$ cat config.mk
export PLATFORM = sky130hd
export DESIGN_NAME = lsr_decoder
export DESIGN_NICKNAME = d
export VERILOG_FILES = /design/src/rtl/lsr_pkg.sv /design/src/rtl/lsr_chain.sv /design/src/rtl/lsr_cnu.sv /design/src/rtl/lsr_ctrl.sv /design/src/rtl/lsr_decoder.sv
export SDC_FILE = /design/constraint.sdc
export NUM_CORES = 1
export LEC_CHECK = 0
export ABC_AREA = 1
export BUFFER_PORTS_ARGS = -buffer_cell sky130_fd_sc_hd__buf_2
export CAP_MARGIN = 0
export CORE_UTILIZATION = 40
export CTS_BUF_LIST = sky130_fd_sc_hd__clkbuf_8
export DETAILED_ROUTE_END_ITERATION = 6
export PLACE_DENSITY = 0.67
export SLEW_MARGIN = 20
export SYNTH_ARGS = -nofsm -noshare
export SYNTH_HDL_FRONTEND = slang
export SYNTH_SLANG_ARGS = --single-unit
$ cat constraint.sdc
create_clock -name clk -period 15.6 [get_ports clk]
set_input_delay 0.78 -clock clk [delete_from_list [all_inputs] [get_ports clk]]
set_output_delay 0.78 -clock clk [all_outputs]
set_load 0.02 [all_outputs]
$ cat src/rtl/lsr_pkg.sv
package lsr_pkg;
  localparam int NCH      = 4;   // parallel chains after column splitting
  localparam int LAT      = 3;   // check-node pipeline depth
  localparam int MAX_ITER = 7;
  localparam int DEF_ITER = 3;

  typedef enum logic [1:0] {
    ST_IDLE  = 2'd0,
    ST_RUN   = 2'd1,
    ST_DRAIN = 2'd2
  } lsr_state_e;

  // symmetric saturation to +/-(2^(w-1)-1)
  function automatic int clamp_sym(input int v, input int w);
    int lim;
    lim = (1 << (w - 1)) - 1;
    if (v > lim) return lim;
    if (v < -lim) return -lim;
    return v;
  endfunction

  function automatic int eff_iter(input int sel);
    return (sel == 0) ? DEF_ITER : sel;
  endfunction
endpackage

$ cat src/rtl/lsr_chain.sv
module lsr_chain
  import lsr_pkg::*;
#(
  parameter int P   = 7,
  parameter int W   = 8,
  parameter int OFF = 0
) (
  input  logic                clk,
  input  logic                rst_n,
  input  logic                load_en,
  input  logic signed [W-1:0] load_val,
  input  logic                rot_en,
  input  logic                wr_en,
  input  logic signed [W-1:0] wr_msg,
  output logic signed [W-1:0] tap_o,
  output logic [P*W-1:0]      vals_o
);
  // position holding the bit LAT rotations after it was read, and
  // where its updated value lands after this edge's rotation
  localparam int RPOS = (((OFF - LAT) % P) + P) % P;
  localparam int WPOS = (RPOS + P - 1) % P;

  logic signed [W-1:0] q  [P];
  logic signed [W-1:0] nq [P];

  function automatic logic signed [W-1:0] fit(input int v);
    return W'(clamp_sym(v, W));
  endfunction

  always_comb begin
    for (int r = 0; r < P; r++) begin
      if (load_en)
        nq[r] = (r == P - 1) ? fit(int'(load_val)) : q[(r + 1) % P];
      else if (rot_en)
        nq[r] = q[(r + 1) % P];
      else
        nq[r] = q[r];
    end
    if (!load_en && rot_en && wr_en)
      nq[WPOS] = fit(int'(q[RPOS]) + int'(wr_msg));
  end

  always_ff @(posedge clk) begin
    if (!rst_n) begin
      for (int r = 0; r < P; r++) q[r] <= '0;
    end else begin
      for (int r = 0; r < P; r++) q[r] <= nq[r];
    end
  end

  assign tap_o = q[OFF];

  for (genvar r = 0; r < P; r++) begin : g_flat
    assign vals_o[r*W +: W] = q[r];
    // saturation never reaches the asymmetric most-negative code
    p_range_r7: assert property (@(posedge clk) disable iff (!rst_n)
      q[r] != {1'b1, {(W-1){1'b0}}});
  end

  // with neither loading nor rotating the stored values do not move
  p_hold_r9: assert property (@(posedge clk) disable iff (!rst_n)
    (!load_en && !rot_en) |=> $stable(vals_o));
endmodule

$ cat src/rtl/lsr_cnu.sv
module lsr_cnu
  import lsr_pkg::*;
#(
  parameter int W = 8
) (
  input  logic             clk,
  input  logic             rst_n,
  input  logic             in_valid,
  input  logic [NCH*W-1:0] in_v,
  output logic             out_valid,
  output logic [NCH*W-1:0] out_m
);
  localparam int MW = W - 1;
  localparam int IW = $clog2(NCH);

  function automatic logic [MW-1:0] mag_of(input logic signed [W-1:0] v);
    return (v < 0) ? MW'(-v) : MW'(v);
  endfunction

  function automatic logic signed [W-1:0] with_sign(input logic neg, input logic [MW-1:0] m);
    logic signed [W-1:0] x;
    x = $signed({1'b0, m});
    return neg ? -x : x;
  endfunction

  // stage 1: capture taps
  logic                s1_vld;
  logic signed [W-1:0] s1 [NCH];
  // stage 2: signs, two smallest magnitudes
  logic                s2_vld, s2_par;
  logic [NCH-1:0]      s2_neg;
  logic [MW-1:0]       s2_min1, s2_min2;
  logic [IW-1:0]       s2_idx;
  // stage 3: messages
  logic signed [W-1:0] s3 [NCH];

  logic [NCH-1:0] c_neg;
  logic           c_par;
  logic [MW-1:0]  c_min1, c_min2, c_mag;
  logic [IW-1:0]  c_idx;

  always_comb begin
    c_min1 = '1;
    c_min2 = '1;
    c_idx  = '0;
    c_par  = 1'b0;
    c_mag  = '0;
    for (int c = 0; c < NCH; c++) begin
      c_neg[c] = s1[c] < 0;
      c_par    = c_par ^ c_neg[c];
      c_mag    = mag_of(s1[c]);
      if (c_mag < c_min1) begin
        c_min2 = c_min1;
        c_min1 = c_mag;
        c_idx  = IW'(c);
      end else if (c_mag < c_min2) begin
        c_min2 = c_mag;
      end
    end
  end

  always_ff @(posedge clk) begin
    if (!rst_n) begin
      s1_vld <= 1'b0; s2_vld <= 1'b0; out_valid <= 1'b0;
      s2_par <= 1'b0; s2_neg <= '0; s2_min1 <= '0; s2_min2 <= '0; s2_idx <= '0;
      for (int c = 0; c < NCH; c++) begin
        s1[c] <= '0;
        s3[c] <= '0;
      end
    end else begin
      s1_vld <= in_valid;
      for (int c = 0; c < NCH; c++) s1[c] <= $signed(in_v[c*W +: W]);
      s2_vld  <= s1_vld;
      s2_par  <= c_par;
      s2_neg  <= c_neg;
      s2_min1 <= c_min1;
      s2_min2 <= c_min2;
      s2_idx  <= c_idx;
      out_valid <= s2_vld;
      for (int c = 0; c < NCH; c++)
        s3[c] <= with_sign(s2_par ^ s2_neg[c], (IW'(c) == s2_idx) ? s2_min2 : s2_min1);
    end
  end

  for (genvar c = 0; c < NCH; c++) begin : g_out
    assign out_m[c*W +: W] = s3[c];
    // a message magnitude comes from a stored value, so it stays symmetric
    p_msg_range_r6: assert property (@(posedge clk) disable iff (!rst_n)
      out_valid |-> (s3[c] != {1'b1, {(W-1){1'b0}}}));
  end

  // every issued check returns exactly LAT cycles later
  p_lat_r5: assert property (@(posedge clk) disable iff (!rst_n)
    in_valid |-> ##3 out_valid);
endmodule

$ cat src/rtl/lsr_ctrl.sv
module lsr_ctrl
  import lsr_pkg::*;
#(
  parameter int P = 7
) (
  input  logic       clk,
  input  logic       rst_n,
  input  logic       start,
  input  logic [2:0] iter_sel,
  output logic       busy,
  output logic       done,
  output logic       issue
);
  localparam int SW = $clog2(MAX_ITER * P + 1);
  localparam int DW = $clog2(P + 1);

  lsr_state_e    state;
  logic [SW-1:0] step_cnt, last_step;
  logic [DW-1:0] drain_cnt;
  logic          done_q;

  always_ff @(posedge clk) begin
    if (!rst_n) begin
      state     <= ST_IDLE;
      step_cnt  <= '0;
      last_step <= '0;
      drain_cnt <= '0;
      done_q    <= 1'b0;
    end else begin
      done_q <= 1'b0;
      case (state)
        ST_IDLE: if (start) begin
          last_step <= SW'(eff_iter(int'(iter_sel)) * P - 1);
          step_cnt  <= '0;
          state     <= ST_RUN;
        end
        ST_RUN: if (step_cnt == last_step) begin
          drain_cnt <= '0;
          state     <= ST_DRAIN;
        end else begin
          step_cnt <= step_cnt + 1'b1;
        end
        ST_DRAIN: if (drain_cnt == DW'(P - 1)) begin
          state  <= ST_IDLE;
          done_q <= 1'b1;
        end else begin
          drain_cnt <= drain_cnt + 1'b1;
        end
        default: state <= ST_IDLE;
      endcase
    end
  end

  assign busy  = (state != ST_IDLE);
  assign issue = (state == ST_RUN);
  assign done  = done_q;

  // done is a single-cycle pulse
  p_done_pulse_r8: assert property (@(posedge clk) disable iff (!rst_n)
    done |=> !done);
  // busy only ends together with the done pulse
  p_busy_end_r8: assert property (@(posedge clk) disable iff (!rst_n)
    $fell(busy) |-> done);
endmodule

$ cat src/rtl/lsr_decoder.sv
module lsr_decoder
  import lsr_pkg::*;
#(
  parameter int P = 7,
  parameter int W = 8,
  parameter int TAP_OFF [NCH] = '{0, 1, 3, 5}
) (
  input  logic             clk,
  input  logic             rst_n,
  input  logic             load_valid,
  input  logic [NCH*W-1:0] load_llr,
  input  logic             start,
  input  logic [2:0]       iter_sel,
  output logic             busy,
  output logic             done,
  output logic [NCH*P-1:0] hard_o
);
  logic             busy_w, issue, load_en, msg_vld;
  logic [NCH*W-1:0] tap_bus, msg_bus;
  logic [P*W-1:0]   vals [NCH];

  assign load_en = load_valid && !busy_w && !start;

  lsr_ctrl #(.P(P)) u_ctrl (
    .clk(clk), .rst_n(rst_n), .start(start), .iter_sel(iter_sel),
    .busy(busy_w), .done(done), .issue(issue)
  );

  lsr_cnu #(.W(W)) u_cnu (
    .clk(clk), .rst_n(rst_n), .in_valid(issue), .in_v(tap_bus),
    .out_valid(msg_vld), .out_m(msg_bus)
  );

  for (genvar c = 0; c < NCH; c++) begin : g_chain
    lsr_chain #(.P(P), .W(W), .OFF(TAP_OFF[c])) u_chain (
      .clk(clk), .rst_n(rst_n),
      .load_en(load_en), .load_val(load_llr[c*W +: W]),
      .rot_en(busy_w), .wr_en(msg_vld), .wr_msg(msg_bus[c*W +: W]),
      .tap_o(tap_bus[c*W +: W]), .vals_o(vals[c])
    );
    for (genvar j = 0; j < P; j++) begin : g_hard
      assign hard_o[j*NCH + c] = ($signed(vals[c][j*W +: W]) > 0);
    end
  end

  assign busy = busy_w;

  // check-node results only come back while the chains are rotating
  p_wb_busy_r5: assert property (@(posedge clk) disable iff (!rst_n)
    msg_vld |-> busy_w);
endmodule

==> impl_results.md, run 1 <==
* H-tree lvl count at 2
* Share of synthesized registers carrying an async set or reset at 0
* Class of the most critical hold timing path: reg -> reg
* Slew headroom at 0.329
* Horiz. Die Dim at 203 um
* Maximum clock frequency at around 0.16 GHz
* Number of placement rows at 73
* Highest cell delay on the worst timing path at roughly 0.73 ns
* Data arrival, critical path at between 6 and 7 ns
* Highest net fanout along the worst path at 21
* Net total in the final layout at ~2,400
* CP dominant cell by count: sky130_fd_sc_hd__nand2_1
* Setup Viol. Count Final at 0
* Cell accounting for the most synthesized area: sky130_fd_sc_hd__dfxtp_1
* Final global-route overflow total at 0
* EDFF count, synth at 0
* Dominant cells by area after synthesis: sky130_fd_sc_hd__dfxtp_1 (41%), sky130_fd_sc_hd__nor2_1 (9.3%), sky130_fd_sc_hd__o21ai_0 (9.3%)
* Slew Viols, Final at 0
* Synth Cell Area at 0.0161 mm^2
* Most instantiated cells after synthesis: sky130_fd_sc_hd__nor2_1 (402), sky130_fd_sc_hd__dfxtp_1 (329), sky130_fd_sc_hd__o21ai_0 (301)
* Number of global-route vias before repair at between 10,000 and 15,000
* Highest-delay cell along the critical path: sky130_fd_sc_hd__a211oi_1
* Clock insertion delay at the later pin of the skew report at ~0.63 ns
* Number of remaining DRC errors at 0
* Post-synthesis average cell area at just over 7 um^2
* Antenna violations before repair at 0
* Final period utilization at 0.392
* Detailed-routing iteration count for the pre-antenna-repair pass at 5
* Path type of the worst setup path: reg -> reg
* Sum of routed wire length over all layers at 42.9 mm
* Worst Skew at 0.0608 ns
* Post-DR wirelength/cell at 15.1 um
* # fillers at 4,019
* Residual antenna-violating net count after detailed routing at 0
* Worst-margin pin slew at 1.01 ns
* Unrepaired setup endpoints after global routing: no
* Count of state elements after synthesis at 329
* Reported max-cap violation count at 0
* Port Buffer Count at 68
* Layout overhead on the synthesized area at 12.5%
* Effective utilization at floorplan at 0.406
* Post-cts gate resize count at 0
* Via count normalized by instance count at 5.22
* Yosys warning count at 0
* Total core area at 0.0397 mm^2
* Leading register cell type out of synthesis: sky130_fd_sc_hd__dfxtp_1
* Gr usage total at 0.209
* Total negative slack for setup checks at 0 ns
* Vias at 14,800
* Ports placed on the boundary at 69
* Fraction of layout instances using a drive strength above 1 at 0.0883
* Root Buffer Master: sky130_fd_sc_hd__clkbuf_8
* Outcome: completed
* Die Ht at ~200 um
* CTS clk-pin slew, worst paths at approximately 0.06 ns
* Maximum number of pins on one net before global-route repair at between 100 and 150
* Number of DRC violations after detailed-routing iteration 0 at approximately 1,200
* Routability cong. at 0.898
* Worst-case clock buffer depth at 3
* Leading cell type by number of instances after synthesis: sky130_fd_sc_hd__nor2_1
* Antenna diode instance count at 0
* Final worst path period need at roughly 6.1 ns
* Hold buffer count at cts at 0
* Required time of the critical path at 16.08 ns
* TritonCTS buffer count at 55
* CTS tree: built
* Die ar. at roughly 0.041 mm^2
* Wire length of the first global-routing pass at 70.0 mm
* Count of unique library cells instantiated by Yosys at 46
* CP Capture Type: register
* Post-synthesis sequential area ratio at 0.408
* Share of the synthesized area in the top cell type at 0.408
* Number of post-CTS setup repair buffers at 0
* Nets in the synthesized netlist at 2,361
* Sink count of the clock tree at 329
* Detail Placement HPWL at 30.9 mm
* Hold violation total from the final report at 0
* Instance count of the mapped netlist at ~2,200
* Crit path launch type: register
==> final timing paths <==
check                                               start                           to  slack [ns]  cells after the start
worst max-delay path            u_cnu.s1[0][0]$_SDFF_PN0_  u_cnu.s2_min2[6]$_SDFF_PN0_        9.48                     32
worst min-delay path              u_cnu.s2_vld$_SDFF_PN0_   u_cnu.out_valid$_SDFF_PN0_        0.41                      2
worst max register to register  u_cnu.s1[0][0]$_SDFF_PN0_  u_cnu.s2_min2[6]$_SDFF_PN0_        9.48                     32
worst min register to register    u_cnu.s2_vld$_SDFF_PN0_   u_cnu.out_valid$_SDFF_PN0_        0.41                      2
==> cells by family (layout without fill, tap and decap cells) <==
kind of cell | after synthesis | count (layout) | share of synthesized area
XOR/XNOR | 48 | 48 | 0.0260
buffers and inverters | 326 | 406 | 0.0779
AO/OA/AOI/OAI | 542 | 542 | 0.183
flip-flops | 329 | 329 | 0.408
AND/OR/NAND/NOR | 895 | 895 | 0.232
adder cells (fa/ha/maj) | 91 | 91 | 0.0733
==> metal layers <==
| metal | GRT usage | vias up | share of wire |
|---|---|---|---|
| met4 | 0.0669 | 0 | 0.025 |
| met1 | 0.286 | 6844 | 0.47 |
| li1 | - | 7502 | - |
| met3 | 0.0294 | 73 | 0.053 |
| met5 | 0 | - | 0 |
| met2 | 0.337 | 393 | 0.45 |
==> area by class of cell <==
cell class                 count  area (um^2)  area share
timing repair buffer          82          452      0.0249
sequential                   329         6590       0.363
multi-input combinational   1576         8320       0.458
clock inverter                31          339      0.0187
inverter                     222          836      0.0460
tap                          525          657      0.0362
clock buffer                  71          977      0.0538
==> flip-flops by register name, indices dropped and copies added (netlist names) <==
name               cells
u_ctrl.step_cnt        6
u_ctrl.last_step       5
u_cnu.s2_vld           1
u_cnu.s1_vld           1
g_chain.u_chain.q    224
u_ctrl.drain_cnt       3
u_ctrl.state           2
u_cnu.s2_min2          7
u_cnu.s1              32
u_ctrl.done            1
u_cnu.out_valid        1
u_cnu.s2_idx           2
u_cnu.s3              32
u_cnu.s2_par           1
u_cnu.s2_neg           4
u_cnu.s2_min1          7
==> worst max-delay path: cells and delay by family (launching register included) <==
| kind | cells | cell delay, ns |
|---|---|---|
| compound gates | 7 | 2.01 |
| buf+inv | 6 | 0.66 |
| xor+xnor | 1 | 0.22 |
| simple gates | 14 | 1.73 |
| flops | 1 | 0.30 |
| fa+ha+maj | 4 | 1.10 |
==> placed cells by master, fill, tap and decap left out, drive strengths merged, types with 71 or more instances in the layout <==
master,netlist,final
nand2,289,289
dfxtp,329,329
nor2,402,402
inv,218,232
a21oi,144,144
o21ai,303,303
clkbuf,92,71
ha,85,85
nand3,76,76
buf,12,82
==> per-stage QoR <==
| stage | instances | hold WS, ns | util | setup WS [ns] | cell area (um^2) |
|---|---|---|---|---|---|
| 5_1_grt | 2836 | 0.421 | 0.457 | 8.64 | 18200 |
| 3_5_place_dp | 2734 | 0.400 | 0.424 | 9.48 | 16800 |
| 2_1_floorplan | 2231 | 0.390 | - | 10.32 | 16100 |
| 3_3_place_gp | 2734 | 0.395 | 0.424 | 9.65 | 16800 |
| 4_1_cts | 2836 | 0.396 | 0.457 | 9.52 | 18200 |
| 6_report | 2836 | 0.412 | 0.457 | 9.48 | 18200 |
Power of run 1 is not shown: default switching activity piles up to over one toggle a cycle in this logic, so the estimate is an artifact.
==> inputs of run 2 (changes only) <==
==> constraint.sdc (replaced) <==
create_clock -name clk -period 6.3 [get_ports clk]
set_input_delay 0.315 -clock clk [delete_from_list [all_inputs] [get_ports clk]]
set_output_delay 0.315 -clock clk [all_outputs]
set_load 0.02 [all_outputs]
==> run 2 against run 1 <==
Effect of this change: hold slack got worse by 0.37 ns; global-route usage rose by 0.11 points; sequential share of layout area rose by 0.47 points; worst setup slack got worse by 8.7 ns; non-clock buffer count rose by 1; cell area fell by 1.3%; cell count fell by 0.42%.
==> impl_results.md, run 2 (synthesis results as in run 1) <==
* # fillers at 3,976
* Detailed-routing iteration count for the pre-antenna-repair pass at 6
* Fraction of the core area covered by cells at the end of the flow at 0.451
* Worst-case clock buffer depth at 3
* Residual antenna-violating net count after detailed routing at 0
* GR Util met3 at 0.0263
* Clock insertion delay at the later pin of the skew report at 0.64 ns
* Sequential Area at between 0.006 and 0.007 mm^2
* Instance area after placement at 0.0169 mm^2
* Worst path buffer plus inverter count at 6
* Worst-margin pin slew at approximately 0.89 ns
* CP dominant cell by count: sky130_fd_sc_hd__nand2_1
* Detail Placement HPWL at 30.6 mm
* Minimum hold slack at 0.0448 ns
* Outcome: completed
* Maximum clock frequency at approximately 0.18 GHz
* Gr usage total at 0.210
* Data arrival, critical path at about 6.1 ns
* Worst flop-to-flop path startpoint: u_cnu.s1[1][0]$_SDFF_PN0_
* Number of flip-flops in the largest register at 224
* Post-cts gate resize count at 0
* Final period utilization at 0.883
* Number of remaining DRC errors at 0
* Class of the most critical hold timing path: in -> reg
* Design area at 0.0179 mm^2
* Layer with the highest usage: met2
* Die Ht at about 200 um
* Root Buffer Master: sky130_fd_sc_hd__clkbuf_8
* Via count normalized by instance count at 5.23
* Maximum number of pins on one net before global-route repair at around 200
* Routability cong. at 0.885
* Horiz. Die Dim at 203 um
* Most common cell after layout, fill and taps aside: sky130_fd_sc_hd__nor2_1
* Total core area at 0.0397 mm^2
* M2 GR Usage at 0.344
* Die ar. at 0.0412 mm^2
* Sink count of the clock tree at 329
* Layout overhead on the synthesized area at 11.0%
* TritonCTS buffer count at 54
* Required time of the critical path at 6.82 ns
* Largest delay share family, worst path: compound AO/OA/AOI/OAI gates
* Antenna diode instance count at 0
* Post-DR wirelength/cell at between 15 and 20 um
* Highest net fanout along the worst path at 28
* Global routing met1 resource utilization at 0.284
* H-tree lvl count at 2
* Hold violation total from the final report at 0
* CP Capture Type: register
* Highest-delay cell along the critical path: sky130_fd_sc_hd__o21ai_0
* Sum of routed wire length over all layers at approximately 43 mm
* CTS tree: built
* Fraction of layout instances using a drive strength above 1 at 0.0800
* Slew Viols, Final at 0
* Hold path startpoint: load_llr[4]
* Area occupied by multi-input gates at around 0.0083 mm^2
* Setup Viol. Count Final at 0
* Launching instance or port of the critical path: u_cnu.s1[1][0]$_SDFF_PN0_
* Number of DRC violations after detailed-routing iteration 0 at 1,214
* Register with the most flip-flops: g_chain.u_chain.q
* Number of placement rows at 73
* Path type of the worst setup path: reg -> reg
* Wire length of the first global-routing pass at 70.4 mm
* Ports placed on the boundary at 69
* Highest-count cells in the layout ignoring fill and taps: sky130_fd_sc_hd__nor2_1 (401), sky130_fd_sc_hd__dfxtp_1 (329), sky130_fd_sc_hd__o21ai_0 (301), sky130_fd_sc_hd__nand2_1 (281), sky130_fd_sc_hd__inv_1 (225)
* Port Buffer Count at 68
* Final worst path period need at 5.57 ns
* Total negative slack for setup checks at 0 ns
* Crit path launch type: register
* Antenna violations before repair at 1
* Number of global-route vias before repair at 13,900
* Unrepaired setup endpoints after global routing: no
* Net total in the final layout at 2,396
* Reported max-cap violation count at 0
* Highest cell delay on the worst timing path at 0.47 ns
* Slew headroom at 0.405
* CTS clk-pin slew, worst paths at 0.06 ns
* Effective utilization at floorplan at 0.406
* Worst Skew at 0.0665 ns
* Registers with the most flip-flops: g_chain.u_chain.q x224, u_cnu.s1 x32, u_cnu.s3 x32
* Final global-route overflow total at 0
* Vias at 14,800
==> run 2: cell types whose count changed in the layout (fill, tap and decap cells not counted), sizes merged <==
cell / previous run / this run
inv: 232 / 236
clkbuf: 71 / 65
bufinv: 7 / 1
dlygate4sd3: 0 / 3
buf: 82 / 80
clkinv: 14 / 9
==> run 2: what timing repair did <==
item                                   4_1_cts  5_1_grt
hold buffers                                 3        0
setup buffers                                0        0
endpoints found under the hold margin        3        0
==> run 2: final cells by class <==
class                   instances  share of cell area
clock buffers                  65              0.0499
multi-input cells            1576               0.464
well taps                     525              0.0366
clock inverters                24             0.00844
repair buffers                 83              0.0276
flip-flops and latches        329               0.367
inverters                     222              0.0466
==> run 2: worst paths after layout <==
path,to,slack [ns],cells past startpoint
hold reg to reg,u_cnu.s2_vld$_SDFF_PN0_,0.41,2
setup reg to reg,u_cnu.s2_min1[2]$_SDFF_PN0_,0.73,30
hold / removal,g_chain[0].u_chain.q[0][52]$_SDFFE_PN0P_,0.04,3
setup / recovery,u_cnu.s2_min1[2]$_SDFF_PN0_,0.73,30
==> run 2: worst min-delay path, stage by stage <==
cell                      delay (ns)
sky130_fd_sc_hd__buf_2          0.11
sky130_fd_sc_hd__nand3_1        0.08
sky130_fd_sc_hd__a31oi_1        0.08
==> run 2: per-layer routing <==
metal / part of all wire / up-vias
met4: 0.030 / 0
met5: 0 / -
met3: 0.045 / 77
met1: 0.47 / 6871
li1: - / 7480
met2: 0.45 / 354
==> run 2: through the flow <==
stage / cells / setup WS (ns)
floorplan: 2231 / 1.02
global placement: 2732 / 0.975
detailed placement: 2732 / 0.763
CTS: 2824 / 0.749
global route: 2824 / 0.120
finish: 2824 / 0.735
Power of run 2 is left out for the same reason.
